<file path="config.mk">
export PLATFORM = sky130hd
export DESIGN_NAME = result_router
export DESIGN_NICKNAME = d
export VERILOG_FILES = /design/src/rtl/rr_pkg.sv /design/src/rtl/rr_align.sv /design/src/rtl/rr_fifo.sv /design/src/rtl/rr_dispatch.sv /design/src/rtl/result_router.sv
export SDC_FILE = /design/constraint.sdc
export NUM_CORES = 1
export LEC_CHECK = 0
export ABC_AREA = 1
export BUFFER_PORTS_ARGS = -buffer_cell sky130_fd_sc_hd__buf_2
export CORE_AREA = 2 2 174 176
export DETAILED_ROUTE_END_ITERATION = 6
export DIE_AREA = 0 0 176 178
export PLACE_DENSITY = 0.8
export RECOVER_POWER = 25
export SYNTH_ARGS = -nofsm -noshare
export SYNTH_HDL_FRONTEND = slang
export SYNTH_SLANG_ARGS = --single-unit
export TNS_END_PERCENT = 100
</file>
<file path="constraint.sdc">
create_clock -name clk -period 4.75 [get_ports clk]
set_input_delay 0.95 -clock clk [delete_from_list [all_inputs] [get_ports clk]]
set_output_delay 0.95 -clock clk [all_outputs]
set_load 0.02 [all_outputs]
</file>
<file path="src/rtl/rr_pkg.sv">
package rr_pkg;
  localparam int RAW_W = 12;
  localparam int RES_W = 16;
  localparam int IDX_W = 3;
  localparam int HDR_W = IDX_W + 1;
  localparam int MSG_W = HDR_W + RES_W;

  typedef enum logic [1:0] {
    RES_8  = 2'b00,
    RES_10 = 2'b01,
    RES_12 = 2'b10,
    RES_12B = 2'b11
  } res_mode_e;

  typedef struct packed {
    logic             bypass;
    logic [IDX_W-1:0] idx;
    logic [RES_W-1:0] res;
  } msg_t;
endpackage

</file>
<file path="src/rtl/rr_align.sv">
module rr_align
  import rr_pkg::*;
(
  input  logic [1:0]       mode,
  input  logic [RAW_W-1:0] raw,
  output logic [RES_W-1:0] res
);
  localparam int PAD8  = RES_W - 8;
  localparam int PAD10 = RES_W - 10;
  localparam int PAD12 = RES_W - 12;

  always_comb begin
    case (mode)
      RES_8:   res = {raw[7:0], {PAD8{1'b0}}};
      RES_10:  res = {raw[9:0], {PAD10{1'b0}}};
      default: res = {raw[11:0], {PAD12{1'b0}}};
    endcase
  end
endmodule

</file>
<file path="src/rtl/rr_fifo.sv">
module rr_fifo #(
  parameter int DEPTH = 4,
  parameter int W     = 16
) (
  input  logic         clk,
  input  logic         rst_n,
  input  logic         push,
  input  logic         pop,
  input  logic [W-1:0] wdata,
  output logic [W-1:0] rdata,
  output logic         full,
  output logic         empty
);
  localparam int PW = (DEPTH > 1) ? $clog2(DEPTH) : 1;
  localparam int CW = $clog2(DEPTH + 1);

  logic [W-1:0]  mem [DEPTH];
  logic [PW-1:0] wp, rp;
  logic [CW-1:0] cnt;
  logic          do_push, do_pop;

  function automatic logic [PW-1:0] step(input logic [PW-1:0] p);
    return (p == PW'(DEPTH - 1)) ? '0 : p + 1'b1;
  endfunction

  assign full    = (cnt == CW'(DEPTH));
  assign empty   = (cnt == '0);
  assign do_push = push && !full;
  assign do_pop  = pop && !empty;
  assign rdata   = mem[rp];

  always_ff @(posedge clk or negedge rst_n) begin
    if (!rst_n) begin
      wp  <= '0;
      rp  <= '0;
      cnt <= '0;
    end else begin
      if (do_push) wp <= step(wp);
      if (do_pop)  rp <= step(rp);
      cnt <= cnt + CW'(do_push) - CW'(do_pop);
    end
  end

  always_ff @(posedge clk) begin
    if (do_push) mem[wp] <= wdata;
  end

  AST_NO_OVERFLOW: assert property (@(posedge clk) disable iff (!rst_n) push |-> !full);
  AST_CNT_BOUND: assert property (@(posedge clk) disable iff (!rst_n) cnt <= CW'(DEPTH));
  AST_EMPTY_POP_IGNORED: assert property (@(posedge clk) disable iff (!rst_n) (pop && empty && !push) |=> empty);
  AST_PUSH_FILLS: assert property (@(posedge clk) disable iff (!rst_n) (push && !pop) |=> !empty);
endmodule

</file>
<file path="src/rtl/rr_dispatch.sv">
module rr_dispatch
  import rr_pkg::*;
#(
  parameter int NUM_FIFO = 6
) (
  input  logic                clk,
  input  logic                rst_n,
  input  logic                raw_valid,
  input  msg_t                raw_msg,
  output logic                raw_ready,
  output logic                side_out_valid,
  input  logic                side_out_ready,
  output msg_t                side_out_msg,
  input  logic                side_in_valid,
  input  msg_t                side_in_msg,
  output logic                side_in_ready,
  input  logic [NUM_FIFO-1:0] full,
  output logic [NUM_FIFO-1:0] push,
  output logic [RES_W-1:0]    push_data,
  output logic                err_flag
);
  localparam int NSLOT = 1 << IDX_W;

  logic [NSLOT-1:0] full_ext;
  logic ret_ok, dir_ok, dir_blk, ret_fire, dir_fire, err_q;

  assign full_ext = NSLOT'(full);
  assign ret_ok   = (side_in_msg.idx < IDX_W'(NUM_FIFO));
  assign dir_ok   = (raw_msg.idx < IDX_W'(NUM_FIFO));

  assign side_in_ready = !(ret_ok && full_ext[side_in_msg.idx]);
  assign ret_fire      = side_in_valid && side_in_ready;

  assign dir_blk   = side_in_valid || (dir_ok && full_ext[raw_msg.idx]);
  assign dir_fire  = raw_valid && raw_msg.bypass && !dir_blk;
  assign raw_ready = raw_msg.bypass ? !dir_blk : side_out_ready;

  assign side_out_valid = raw_valid && !raw_msg.bypass;
  assign side_out_msg   = raw_msg;

  generate
    for (genvar k = 0; k < NUM_FIFO; k++) begin : g_push
      assign push[k] = (ret_fire && ret_ok && (side_in_msg.idx == IDX_W'(k))) ||
                       (dir_fire && dir_ok && (raw_msg.idx == IDX_W'(k)));
    end
  endgenerate

  assign push_data = ret_fire ? side_in_msg.res : raw_msg.res;

  always_ff @(posedge clk or negedge rst_n) begin
    if (!rst_n) err_q <= 1'b0;
    else if ((ret_fire && !ret_ok) || (dir_fire && !dir_ok)) err_q <= 1'b1;
  end
  assign err_flag = err_q;

  AST_RET_WINS: assert property (@(posedge clk) disable iff (!rst_n) (side_in_valid && raw_valid && raw_msg.bypass) |-> !raw_ready);
  AST_ONE_WRITE: assert property (@(posedge clk) disable iff (!rst_n) $onehot0(push));
  AST_ERR_STICKY: assert property (@(posedge clk) disable iff (!rst_n) err_q |=> err_q);
  AST_BAD_IDX_NO_WRITE: assert property (@(posedge clk) disable iff (!rst_n) (side_in_valid && !ret_ok) |-> (push == '0));
  AST_RET_FLAG_IGNORED: assert property (@(posedge clk) disable iff (!rst_n) (side_in_msg.bypass && ret_ok && !full_ext[side_in_msg.idx]) |-> side_in_ready);
  AST_SIDE_NO_WRITE: assert property (@(posedge clk) disable iff (!rst_n) (raw_valid && !raw_msg.bypass && !side_in_valid) |-> (push == '0));
endmodule

</file>
<file path="src/rtl/result_router.sv">
module result_router
  import rr_pkg::*;
#(
  parameter int NUM_FIFO   = 6,
  parameter int FIFO_DEPTH = 4
) (
  input  logic                      clk,
  input  logic                      rst_n,
  input  logic [1:0]                res_mode,
  input  logic                      raw_valid,
  output logic                      raw_ready,
  input  logic                      raw_bypass,
  input  logic [IDX_W-1:0]          raw_idx,
  input  logic [RAW_W-1:0]          raw_data,
  output logic                      side_out_valid,
  input  logic                      side_out_ready,
  output logic [MSG_W-1:0]          side_out_msg,
  input  logic                      side_in_valid,
  output logic                      side_in_ready,
  input  logic [MSG_W-1:0]          side_in_msg,
  input  logic [NUM_FIFO-1:0]       host_pop,
  output logic [NUM_FIFO-1:0]       host_req,
  output logic [NUM_FIFO*RES_W-1:0] host_data,
  output logic                      err_flag
);
  logic [RES_W-1:0]    aligned, push_data;
  logic [NUM_FIFO-1:0] push, full, empty;
  msg_t                raw_msg, out_msg;

  rr_align u_align (
    .mode (res_mode),
    .raw  (raw_data),
    .res  (aligned)
  );

  assign raw_msg = '{bypass: raw_bypass, idx: raw_idx, res: aligned};

  rr_dispatch #(.NUM_FIFO(NUM_FIFO)) u_dispatch (
    .clk            (clk),
    .rst_n          (rst_n),
    .raw_valid      (raw_valid),
    .raw_msg        (raw_msg),
    .raw_ready      (raw_ready),
    .side_out_valid (side_out_valid),
    .side_out_ready (side_out_ready),
    .side_out_msg   (out_msg),
    .side_in_valid  (side_in_valid),
    .side_in_msg    (msg_t'(side_in_msg)),
    .side_in_ready  (side_in_ready),
    .full           (full),
    .push           (push),
    .push_data      (push_data),
    .err_flag       (err_flag)
  );

  assign side_out_msg = out_msg;

  generate
    for (genvar k = 0; k < NUM_FIFO; k++) begin : g_fifo
      rr_fifo #(.DEPTH(FIFO_DEPTH), .W(RES_W)) u_fifo (
        .clk   (clk),
        .rst_n (rst_n),
        .push  (push[k]),
        .pop   (host_pop[k]),
        .wdata (push_data),
        .rdata (host_data[k*RES_W +: RES_W]),
        .full  (full[k]),
        .empty (empty[k])
      );
      assign host_req[k] = !empty[k];
    end
  endgenerate

  AST_ALIGN_LOW_ZERO: assert property (@(posedge clk) disable iff (!rst_n) (side_out_valid && res_mode == RES_8) |-> (side_out_msg[7:0] == 8'h00));
  AST_HDR_CARRIED: assert property (@(posedge clk) disable iff (!rst_n) side_out_valid |-> (side_out_msg[MSG_W-2:RES_W] == raw_idx));
endmodule

</file>
### Word-level counts from Yosys, hierarchy flattened

Memory sizes are Yosys's and may differ from the RTL's.
Index checks and enable logic that the tools add are counted.

* muxes and demuxes: 31
* eq/ne operators: 29
* reduce and logical (&&, ||, !) cells: 68
* $add $sub $neg: 24
* magnitude comparators: 4

Operators with widths (count)
* $logic_and A1 B1 Y1: 34
* $pmux W16 S2: 1
* $eq A3 B3 Y1 const B: 10
* $add A2 B1 Y2 const B: 12
* $eq A2 B2 Y1 const B: 12
* $logic_not A3 Y1: 8
* $mux W2: 12
* $add A3 B1 Y3: 6
* $sub A3 B1 Y3: 6
* $logic_not A1 Y1: 17
* $mux W16: 1
* $mux W1: 15
* $eq A3 B2 Y1 const B: 4
* $logic_or A1 B1 Y1: 8
* $lt A3 B4 Y1 const B: 2
* $bmux W1 S3: 2
* $eq A3 B1 Y1 const B: 2
* $lt A3 B3 Y1 const B: 2
* $eq A2 B1 Y1 const B: 1
* $logic_not A2 Y1: 1

* register bits after elaboration: 43
* memory bits (writable): 384
* input bits: 49
* memories: 6
* word-level logic and storage cells: 181

Memory list
* g_fifo[0].u_fifo.mem: depth 4, width 16, rd ports 1, clocked after Yosys merged registers in 0, write ports 1, RTL line rr_fifo.sv:17 `logic [W-1:0] mem [DEPTH];`
* g_fifo[1].u_fifo.mem: depth 4, width 16, rd ports 1, clocked after Yosys merged registers in 0, write ports 1, RTL line rr_fifo.sv:17
* g_fifo[2].u_fifo.mem: depth 4, width 16, rd ports 1, clocked after Yosys merged registers in 0, write ports 1, RTL line rr_fifo.sv:17
* g_fifo[3].u_fifo.mem: depth 4, width 16, rd ports 1, clocked after Yosys merged registers in 0, write ports 1, RTL line rr_fifo.sv:17
* g_fifo[4].u_fifo.mem: depth 4, width 16, rd ports 1, clocked after Yosys merged registers in 0, write ports 1, RTL line rr_fifo.sv:17
* g_fifo[5].u_fifo.mem: depth 4, width 16, rd ports 1, clocked after Yosys merged registers in 0, write ports 1, RTL line rr_fifo.sv:17

### Depth between registers and ports, before layout

Gate-level depths: netlist of run 1.

* depth after elaboration: 13
* mapped depth: 17
* depth with buffers taken out: 17

### Hierarchy

From an unflattened synthesis of run 1, not the netlist that was laid out.

* cell total of the unflattened synthesis: 1677
* area, all modules: 20414.6 um^2

By module, submodules not included
* rr_fifo: cells each 244, area an instance 3226.8 um^2, times used 6
* rr_dispatch: cells each 156, area an instance 783.3 um^2, times used 1
* rr_align: cells each 51, area an instance 247.7 um^2, times used 1
* result_router: cells each 6, area an instance 22.5 um^2, times used 1

### Worst setup path after synthesis of run 1

OpenSTA, ideal clock, no wires.

* path kind: in2reg
* start: input port side_in_msg[16]
* end: memory g_fifo[0].u_fifo.mem[0][4], data pin
* data arrival time: 2.552 ns
* slack: 1.806 ns
* setup time: 0.392 ns
* cell stages on the path: 8
* required time: 4.358 ns
* cells stage by stage: inv_1 > nor2_1 > nand2_1 > nand3_1 > nand2_4 > nand2_4 > inv_2 > o21ai_0

* word-level cells in the longest chain between the ends: 6

RTL lines
* from (decl): RTL line result_router.sv:20 `input logic [MSG_W-1:0] side_in_msg,`
* $bmux W1 S3: RTL line rr_dispatch.sv:31 `assign side_in_ready = !(ret_ok && full_ext[side_in_msg.idx]);`
* $mux W1 (not written as such): RTL line rr_dispatch.sv:31
* $logic_and A1 B1 Y1 (*): RTL line rr_dispatch.sv:31
* $logic_not A1 Y1 (*): RTL line rr_dispatch.sv:31
* via side_in_ready: RTL line result_router.sv:19 `output logic side_in_ready,`
* $logic_and A1 B1 Y1 (*): RTL line rr_dispatch.sv:32 `assign ret_fire = side_in_valid && side_in_ready;`
* $mux W16 (*): RTL line rr_dispatch.sv:48 `assign push_data = ret_fire ? side_in_msg.res : raw_msg.res;`
* via g_fifo[0].u_fifo.wdata[4]: RTL line rr_fifo.sv:9 `input logic [W-1:0] wdata,`
* to (decl): RTL line rr_fifo.sv:17

The timed path passes the listed nets; every way through them passes the cells marked *. The select of a mux whose other input is x is not followed.

### Worst setup path in the final report of run 1

* start: register g_fifo[5].u_fifo.cnt[1]
* end: memory g_fifo[2].u_fifo.mem[1][5], data pin

* word-level cells in the longest chain between the ends: 7

RTL lines
* from (decl): RTL line rr_fifo.sv:19 `logic [CW-1:0] cnt;`
* from (signal assigned): RTL line rr_fifo.sv:40 `cnt <= cnt + CW'(do_push) - CW'(do_pop);`
* $eq A3 B3 Y1: RTL line rr_fifo.sv:26 `assign full = (cnt == CW'(DEPTH));`
* $bmux W1 S3: RTL line rr_dispatch.sv:31
* $mux W1 (not written as such): RTL line rr_dispatch.sv:31
* $logic_and A1 B1 Y1: RTL line rr_dispatch.sv:31
* $logic_not A1 Y1: RTL line rr_dispatch.sv:31
* $logic_and A1 B1 Y1: RTL line rr_dispatch.sv:32
* $mux W16: RTL line rr_dispatch.sv:48
* via g_fifo[0].u_fifo.wdata[5]: RTL line rr_fifo.sv:9
* to (decl): RTL line rr_fifo.sv:17

The timed path passes the listed nets, and every way through them passes these cells. The select of a mux whose other input is x is not followed.

==> results of run 1 <==
[final cells by class]
class	instances	area, sq um	share of cell area
clock inverter	18	207.7	0.01034
sequential	427	12610	0.6275
timing repair buffer	203	1047	0.05213
inverter	104	390.4	0.01943
clock buffer	56	1174	0.05842
multi-input combinational	807	4177	0.2079
tap	390	488.0	0.02429
[registers in the layout, summed over array words and instances (netlist names)]
register / flops
u_dispatch.err_flag: 1
g_fifo.u_fifo.rp: 12
g_fifo.u_fifo.wp: 12
g_fifo.u_fifo.cnt: 18
g_fifo.u_fifo.mem: 384
[worst reg2reg max path: cells and delay by family, from the launching register on]
kind            cells  cell delay [ns]
flops               1             0.40
simple gates        6             1.12
compound gates      1             0.31
buf+inv             3             1.54
[stage by stage]
stage / total power [mW] / utilization
floorplan: 7.454 / -
CTS: 12.17 / 0.6873
detailed placement: 8.891 / 0.6404
global placement: 8.706 / 0.6404
global route: 12.71 / 0.6833
finish: 12.13 / 0.6833
[worst min path at each step]
stage | start | to
final | u_dispatch.err_flag | u_dispatch.err_flag
after global routing | u_dispatch.err_flag | u_dispatch.err_flag
after CTS | u_dispatch.err_flag | u_dispatch.err_flag
after detailed placement | u_dispatch.err_flag | u_dispatch.err_flag
after global placement | u_dispatch.err_flag | u_dispatch.err_flag
after floorplan | g_fifo[3].u_fifo.wp[0] | g_fifo[3].u_fifo.wp[0]
[kinds of logic after synthesis]
kind of cell               synth area share
and+or+nand+nor                     0.09830
AOI/OAI and AO/OA                    0.1006
DFF                                  0.7214
xor gates and xnor gates           0.005011
buffers and inverters               0.03759
adders and majority gates           0.03694
other                             0.0002146
[power breakdown]
group / switching (mW) / leakage, nW / internal (mW)
combinational: 2.91 / 2.89 / 1.21
sequential: 0.277 / 4.01 / 4.45
clock: 1.33 / 0.675 / 1.95
total: 4.51 / 7.57 / 7.62
[layout by cell type, fill, tap and decap left out, types with 3 or more instances in the layout]
cell        instances
a21boi_0            4
buf_2             156
buf_4              24
bufinv_16           4
clkbuf_1           30
clkbuf_16          42
clkbuf_8            7
clkinv_1            3
clkinv_2            7
clkinvlp_4          3
conb_1              4
dfrtp_1            43
edfxtp_1          384
fa_1                6
ha_1               42
inv_1              99
inv_2               3
nand2_1           138
nand3_1            26
nand4_1            10
nor2_1            239
nor2_2              4
nor3_1              3
o21ai_0           213
o22ai_1            96
xnor2_1             6
xor2_1              4
[layer usage]
metal | share of wire | vias up | GRT usage
li1 | - | 5323 | -
met1 | 0.38 | 5656 | 0.3383
met2 | 0.50 | 574 | 0.4416
met3 | 0.088 | 75 | 0.04369
met4 | 0.028 | 0 | 0.09229
met5 | 0 | - | 0
==> qor.yml, run 1 <==
global_route:
  grt-ovfl-total: 0
  grt_usage: 0.2583
  grt_pass1_vias: 11410
  grt_pass1_wl_microns: 61260
  antenna_found_initial: 0
  grt_max_degree: 44
die:
  die_w_microns: 176
  io_pins: 175
  die_area_sq_um: 31330
  initial_core_util: 0.5944
  coreArea_sq_um: 29400
  dieHeight_microns: 178
  fp-row-count: 63
yosys:
  ys_types: 33
  syn_inst: 1396
  synth_warnings: 0
  synthArstFlopShare: 0.1007
  synth-seq-area-share: 0.7214
  ys_top_cells_by_count: "384 x edfxtp_1, 241 x nor2_1, 209 x o21ai_0, 133 x nand2_1"
  synth_area_leaders: "edfxtp_1 66%, dfrtp_1 6.2%, o21ai_0 6.0%"
  synth_most_common_cell: "edfxtp_1"
  ys_ff_latch: 427
  synth-main-ff-cell: "edfxtp_1"
  netlist_area_sq_um: 17480
  synth_top_area_frac: 0.6598
  synth-edff-count: 384
  synth_largest_area_cell: "edfxtp_1"
  avgSynthCellArea_sq_um: 12.52
sta:
  final-hold-violation-count: 0
  whs_ns: 0.4728
  worst_slew_pin_slew_ns: 2.707
  period_minus_slack_ns: 3.781
  fin_tns_setup_ns: 0
  drv_slew: 44
  rsz0062_at_grt: "false"
  fmax_ghz: 0.2645
  relSlewSlack: -0.8050
  setup_ws_ns: 0.9690
  clock_skew_ns: 0.01853
  final.period_utilization: 0.7960
  setup_viol: 0
route:
  wirelength_microns: 40330
  postRouteAntennaNets: 0
  route.detailed.drc: 0
  drt-vias-per-instance: 5.800
  wire_per_inst_microns: 20.12
  num_vias: 11630
  first_iter_violations: 1540
  first_pass_iters: 7
worst_setup_path:
  cp.required_ns: 4.88
  cpLargestDelayFamily: "buffers and inverters"
  cp-startpoint: "g_fifo[5].u_fifo.cnt[1]"
  path_max_fanout: 24
  arrival_ns: 3.91
  rr_worst_depth: 10
  r2r-end: "g_fifo[2].u_fifo.mem[1][5]"
  crit_path_end_kind: "register"
  start_kind: "register"
  crit_buf_inv: 3
  r2r-start: "g_fifo[5].u_fifo.cnt[1]"
  path_depth: 10
  crit_type: "register to register"
  max_stage_delay_ns: 1.03
  critPathMostFrequentCell: "nand2_1"
  crit_end: "g_fifo[2].u_fifo.mem[1][5]"
  slowest_stage: "clkbuf_1"
  crit_path_cell_trace: "inv_1 -> nand2_1 -> nor2_1 -> nand2_1 -> nand3_1 -> nand2_1 -> nand2_1 -> inv_1 -> o21ai_0 -> clkbuf_1"
  r2r_slack_ns: 0.97
clocking:
  cts_buffer_depth: 3
  worstSkewPairLatency_ns: 0.54
  cts_hold_buf: 0
  clk_pin_slew_ns: 0.07
  ctsResizeCount: 0
  htree_num_levels: 2
  cts_tree: "yes"
  cts_setup_buffers: 0
  numCtsBuffers: 40
  clock_sinks: 427
  root_buffer: "clkbuf_16"
final_layout:
  design_area_sq_um: 20090
  instances_no_fill: 2005
  drive_above_1_share: 0.1585
  num_antenna_cells: 0
  num-fill-cells: 1954
  syn2layout_area_growth_pct: 14.96
  nNetsFinal: 1680
placed_design:
  routabilityCongestion: 0.8476
  dpl_worst_slack_ns: 1.374
  port_buffers: 169
  placed_cell_area_sq_um: 18830
  placed_cells_incl_taps: 1931
  hpwl_microns: 23960
hold_path:
  min_path_type: "register to register"
  hold_depth: 1
run:
  drv_cap: 2
power:
  pwr_density_cell_nw_per_um2: 603.7
  p_leak_nw: 7.572
  ir_drop_mv: 0.3557
outcome:
  violations: "capacitance limit, slew limit"
  status: "complete, but fails checks"
No activity file was read; power rests on OpenSTA's default activity.
==> run 2: changes to the inputs <==
--- a/config.mk
+++ b/config.mk
@@ -5,12 +5,12 @@
 export SDC_FILE = /design/constraint.sdc
 export NUM_CORES = 1
 export LEC_CHECK = 0
-export ABC_AREA = 1
+export ABC_AREA = 0
 export BUFFER_PORTS_ARGS = -buffer_cell sky130_fd_sc_hd__buf_2
-export CORE_AREA = 2 2 174 176
+export CORE_AREA = 2 2 183 185
 export DETAILED_ROUTE_END_ITERATION = 6
-export DIE_AREA = 0 0 176 178
-export PLACE_DENSITY = 0.8
+export DIE_AREA = 0 0 185 187
+export PLACE_DENSITY = 0.75
 export RECOVER_POWER = 25
 export SYNTH_ARGS = -nofsm -noshare
 export SYNTH_HDL_FRONTEND = slang
==> constraint.sdc (replaced) <==
create_clock -name clk -period 3.15 [get_ports clk]
set_input_delay 0.63 -clock clk [delete_from_list [all_inputs] [get_ports clk]]
set_output_delay 0.63 -clock clk [all_outputs]
set_load 0.02 [all_outputs]
==> run 2 against run 1 <==
- worst setup slack worse by 0.57 ns
- synthesized cell count is 40% lower
- highest routed layer unchanged
- the flow now finishes without violations
- core utilization is 7.6 points lower
- wire length is 15% lower
- hold slack worse by 0.077 ns
- critical endpoint is now host_data[6]
- cell count is 23% lower
==> qor.yml, run 2 <==
yosys:
  synth_top_family_by_area: "multiplexers"
  synth_compound_area_frac: 0.01505  # -0.08553
  synth_top_area_frac: 0.6734  # +0.01364
  avgSynthCellArea_sq_um: 20.43  # +63%
  synth-seq-area-share: 0.7363  # +0.01492
  synth-edff-count: 384  # unchanged
  ys_top_cells_by_count: "384 x edfxtp_1, 96 x mux4_2, 46 x inv_1, 43 x dfrtp_1, 42 x ha_1"
  ys_types: 46  # +39%
  synth_largest_area_cell: "edfxtp_1"
  synth_simple_gate_area_frac: 0.03113  # -0.06717
  synthAdderAreaFrac: 0.03771  # +0.0007639
  netlist_area_sq_um: 17120  # -2.0%
  synth_mux_area_frac: 0.1520  # +0.1520
  yosys.area_share.xor_xnor: 0.006138  # +0.001127
  synth_area_leaders: "edfxtp_1 67%, mux4_2 13%, dfrtp_1 6.3%"
  syn_inst: 838  # -40%
  synth-main-ff-cell: "edfxtp_1"
  ys_ff_latch: 427  # unchanged
  synth_warnings: 0  # unchanged
  synthArstFlopShare: 0.1007  # unchanged
  synth_most_common_cell: "edfxtp_1"
sta:
  fin_tns_setup_ns: 0  # unchanged
  period_minus_slack_ns: 2.749
  fmax_ghz: 0.3638
  clock_skew_ns: 0.01866  # +0.0001302 ns
  drv_slew: 0  # -100%
  final.period_utilization: 0.8727
  rsz0062_at_grt: "false"
  final-hold-violation-count: 0  # unchanged
  relSlewSlack: 0.03169  # +0.8367
  worst_slew_pin_slew_ns: 1.452  # -1.255 ns
  setup_viol: 0  # unchanged
power:
  p_sw_frac: 0.3139  # -0.05817
  p_total_mw: 17.46  # +44%
  p_clk_frac: 0.283  # +0.012
  seqPwrFrac: 0.424  # +0.034
  pwr_density_cell_nw_per_um2: 874.7  # +45%
  ir_drop_mv: 0.4850  # +36%
  netSwitchingPower_mw: 5.480  # +21%
  comb_power_share: 0.294  # -0.046
  p_leak_nw: 7.208  # -4.8%
  cellInternalPower_mw: 11.98  # +57%
global_route:
  grt_usage: 0.1996  # -0.05876
  grt_max_degree: 26  # -41%
  grt-ovfl-total: 0  # unchanged
  antenna_found_initial: 1  # +1
  grt_pass1_vias: 8623  # -24%
  grt_pass1_wl_microns: 50720  # -17%
clocking:
  cts_setup_buffers: 0  # unchanged
  clk_pin_slew_ns: 0.06  # about the same
  cts_hold_buf: 0  # unchanged
  htree_num_levels: 2  # unchanged
  numCtsBuffers: 42  # +5.0%
  cts_tree: "yes"
  clock_sinks: 427  # unchanged
  root_buffer: "clkbuf_16"
  worstSkewPairLatency_ns: 0.54  # about the same
  ctsResizeCount: 0  # unchanged
  cts_buffer_depth: 3  # unchanged
worst_setup_path:
  crit_path_end_kind: "output port"
  crit_type: "register to output port"
  cp.required_ns: 2.52  # -2.36 ns
  arrival_ns: 2.12  # -1.79 ns
  r2r_slack_ns: 0.41  # -0.56 ns
  start_kind: "register"
  path_max_fanout: 18  # -25%
placed_design:
  placed_cell_area_sq_um: 18640  # -0.98%
  hpwl_microns: 20700  # -14%
  placed_cells_incl_taps: 1459  # -24%
  routabilityCongestion: 0.8373  # -1.2%
  port_buffers: 169  # unchanged
final_layout:
  drive_above_1_share: 0.3398  # +0.1812
  final_common_cell: "edfxtp_1"
  largest_reg_flops: 384  # unchanged
  nNetsFinal: 1152  # -31%
  design_area_sq_um: 19960  # -0.67%
  syn2layout_area_growth_pct: 16.54
  instances_no_fill: 1538  # -23%
  regMostFlops: "g_fifo.u_fifo.mem"
  top_regs: "g_fifo.u_fifo.mem x384, g_fifo.u_fifo.cnt x18"
  layout_common_cells: "384 x edfxtp_1, 153 x buf_2, 96 x mux4_2"
outcome:
  status: "completed"
die:
  die_area_sq_um: 34600  # +10%
  die_w_microns: 185  # +5.1%
  coreArea_sq_um: 32860  # +12%
  dieHeight_microns: 187  # +5.1%
  initial_core_util: 0.5211  # -0.07335
  fp-row-count: 67  # +6.3%
  io_pins: 175  # unchanged
hold_path:
  min_path_type: "input pin to register"
route:
  route.detailed.drc: 0  # unchanged
  drt-vias-per-instance: 5.488  # -5.4%
  first_iter_violations: 657  # -57%
  wire_per_inst_microns: 22.18  # +10%
  wirelength_microns: 34110  # -15%
  num_vias: 8440  # -27%
  postRouteAntennaNets: 0  # unchanged
  first_pass_iters: 4  # -3
run:
  drv_cap: 0  # -2
-- run 2: cell types whose count changed after synthesis, moves of 18 or more --
cell and delta:
nand2_1 -115, o21ai_0 -197, nor2_1 -227, mux2_2 +24, nor2b_1 +18, mux4_2 +96
nand3_1 -23, inv_1 -50, clkbuf_1 -28, o22ai_1 -96, and2_1 +18
-- run 2: area by class of cell --
class	instances	area [sq um]
diodes	1	2.502
clock buffers	52	1140
clock inverters	26	259.0
fillers	2383	12910
inverters	46	172.7
multi-input cells	331	4144
flip-flops and latches	427	12610
well taps	448	560.5
repair buffers	207	1070
-- run 2: logic make-up (layout without fill, tap and decap cells) --
kind of cell               count (synthesis)  in the layout
DFF                                      427            427
muxes                                    134            134
xor gates and xnor gates                  12             12
other                                      1              5
buffers and inverters                     83            331
AOI/OAI and AO/OA                         36             36
adders and majority gates                 48             48
and+or+nand+nor                           97             97
-- run 2: power by group through the flow --
| stage | registers (mW) | clock network, mW | logic, mW |
|---|---|---|---|
| after global placement | 7.48 | 0 | 5.08 |
| after detailed placement | 7.50 | 0 | 5.22 |
| after global routing | 7.48 | 5.26 | 5.55 |
| after CTS | 7.40 | 5.03 | 5.26 |
| final | 7.39 | 4.94 | 5.13 |
| after floorplan | 7.16 | 0 | 3.87 |
-- run 2: stage by stage --
step                  util  setup WS (ns)  hold WS, ns
floorplan                -         0.5243       0.3344
global placement    0.5673         0.2456       0.4777
detailed placement  0.5673         0.1729       0.4660
CTS                 0.6099         0.3837       0.1113
global route        0.6073         0.2486       0.4216
finish              0.6073         0.4011       0.3958
-- run 2: final timing paths --
path | endpoint | cells after the start | startpoint
min in group asynchronous | g_fifo[3].u_fifo.cnt[1] | 1 | rst_n
max in group asynchronous | g_fifo[0].u_fifo.rp[1] | 2 | rst_n
setup / recovery | host_data[6] | 2 | g_fifo[0].u_fifo.rp[1]
setup reg to reg | g_fifo[4].u_fifo.mem[0][4] | 7 | g_fifo[0].u_fifo.cnt[1]
hold reg to reg | u_dispatch.err_flag | 2 | u_dispatch.err_flag
hold / removal | u_dispatch.err_flag | 3 | raw_idx[2]
-- run 2: routing by layer --
metal	share of wire	GRT usage	wire, microns
met1	0.40	0.2646	13690
met2	0.53	0.3479	17980
met3	0.052	0.02882	1765
met4	0.020	0.05372	677
met5	0	0	0
-- run 2: worst max-delay path, cell delays in order, from the launching register on --
cell	delay [ns]
dfrtp_1	0.89
mux4_2	0.50
buf_2	0.20
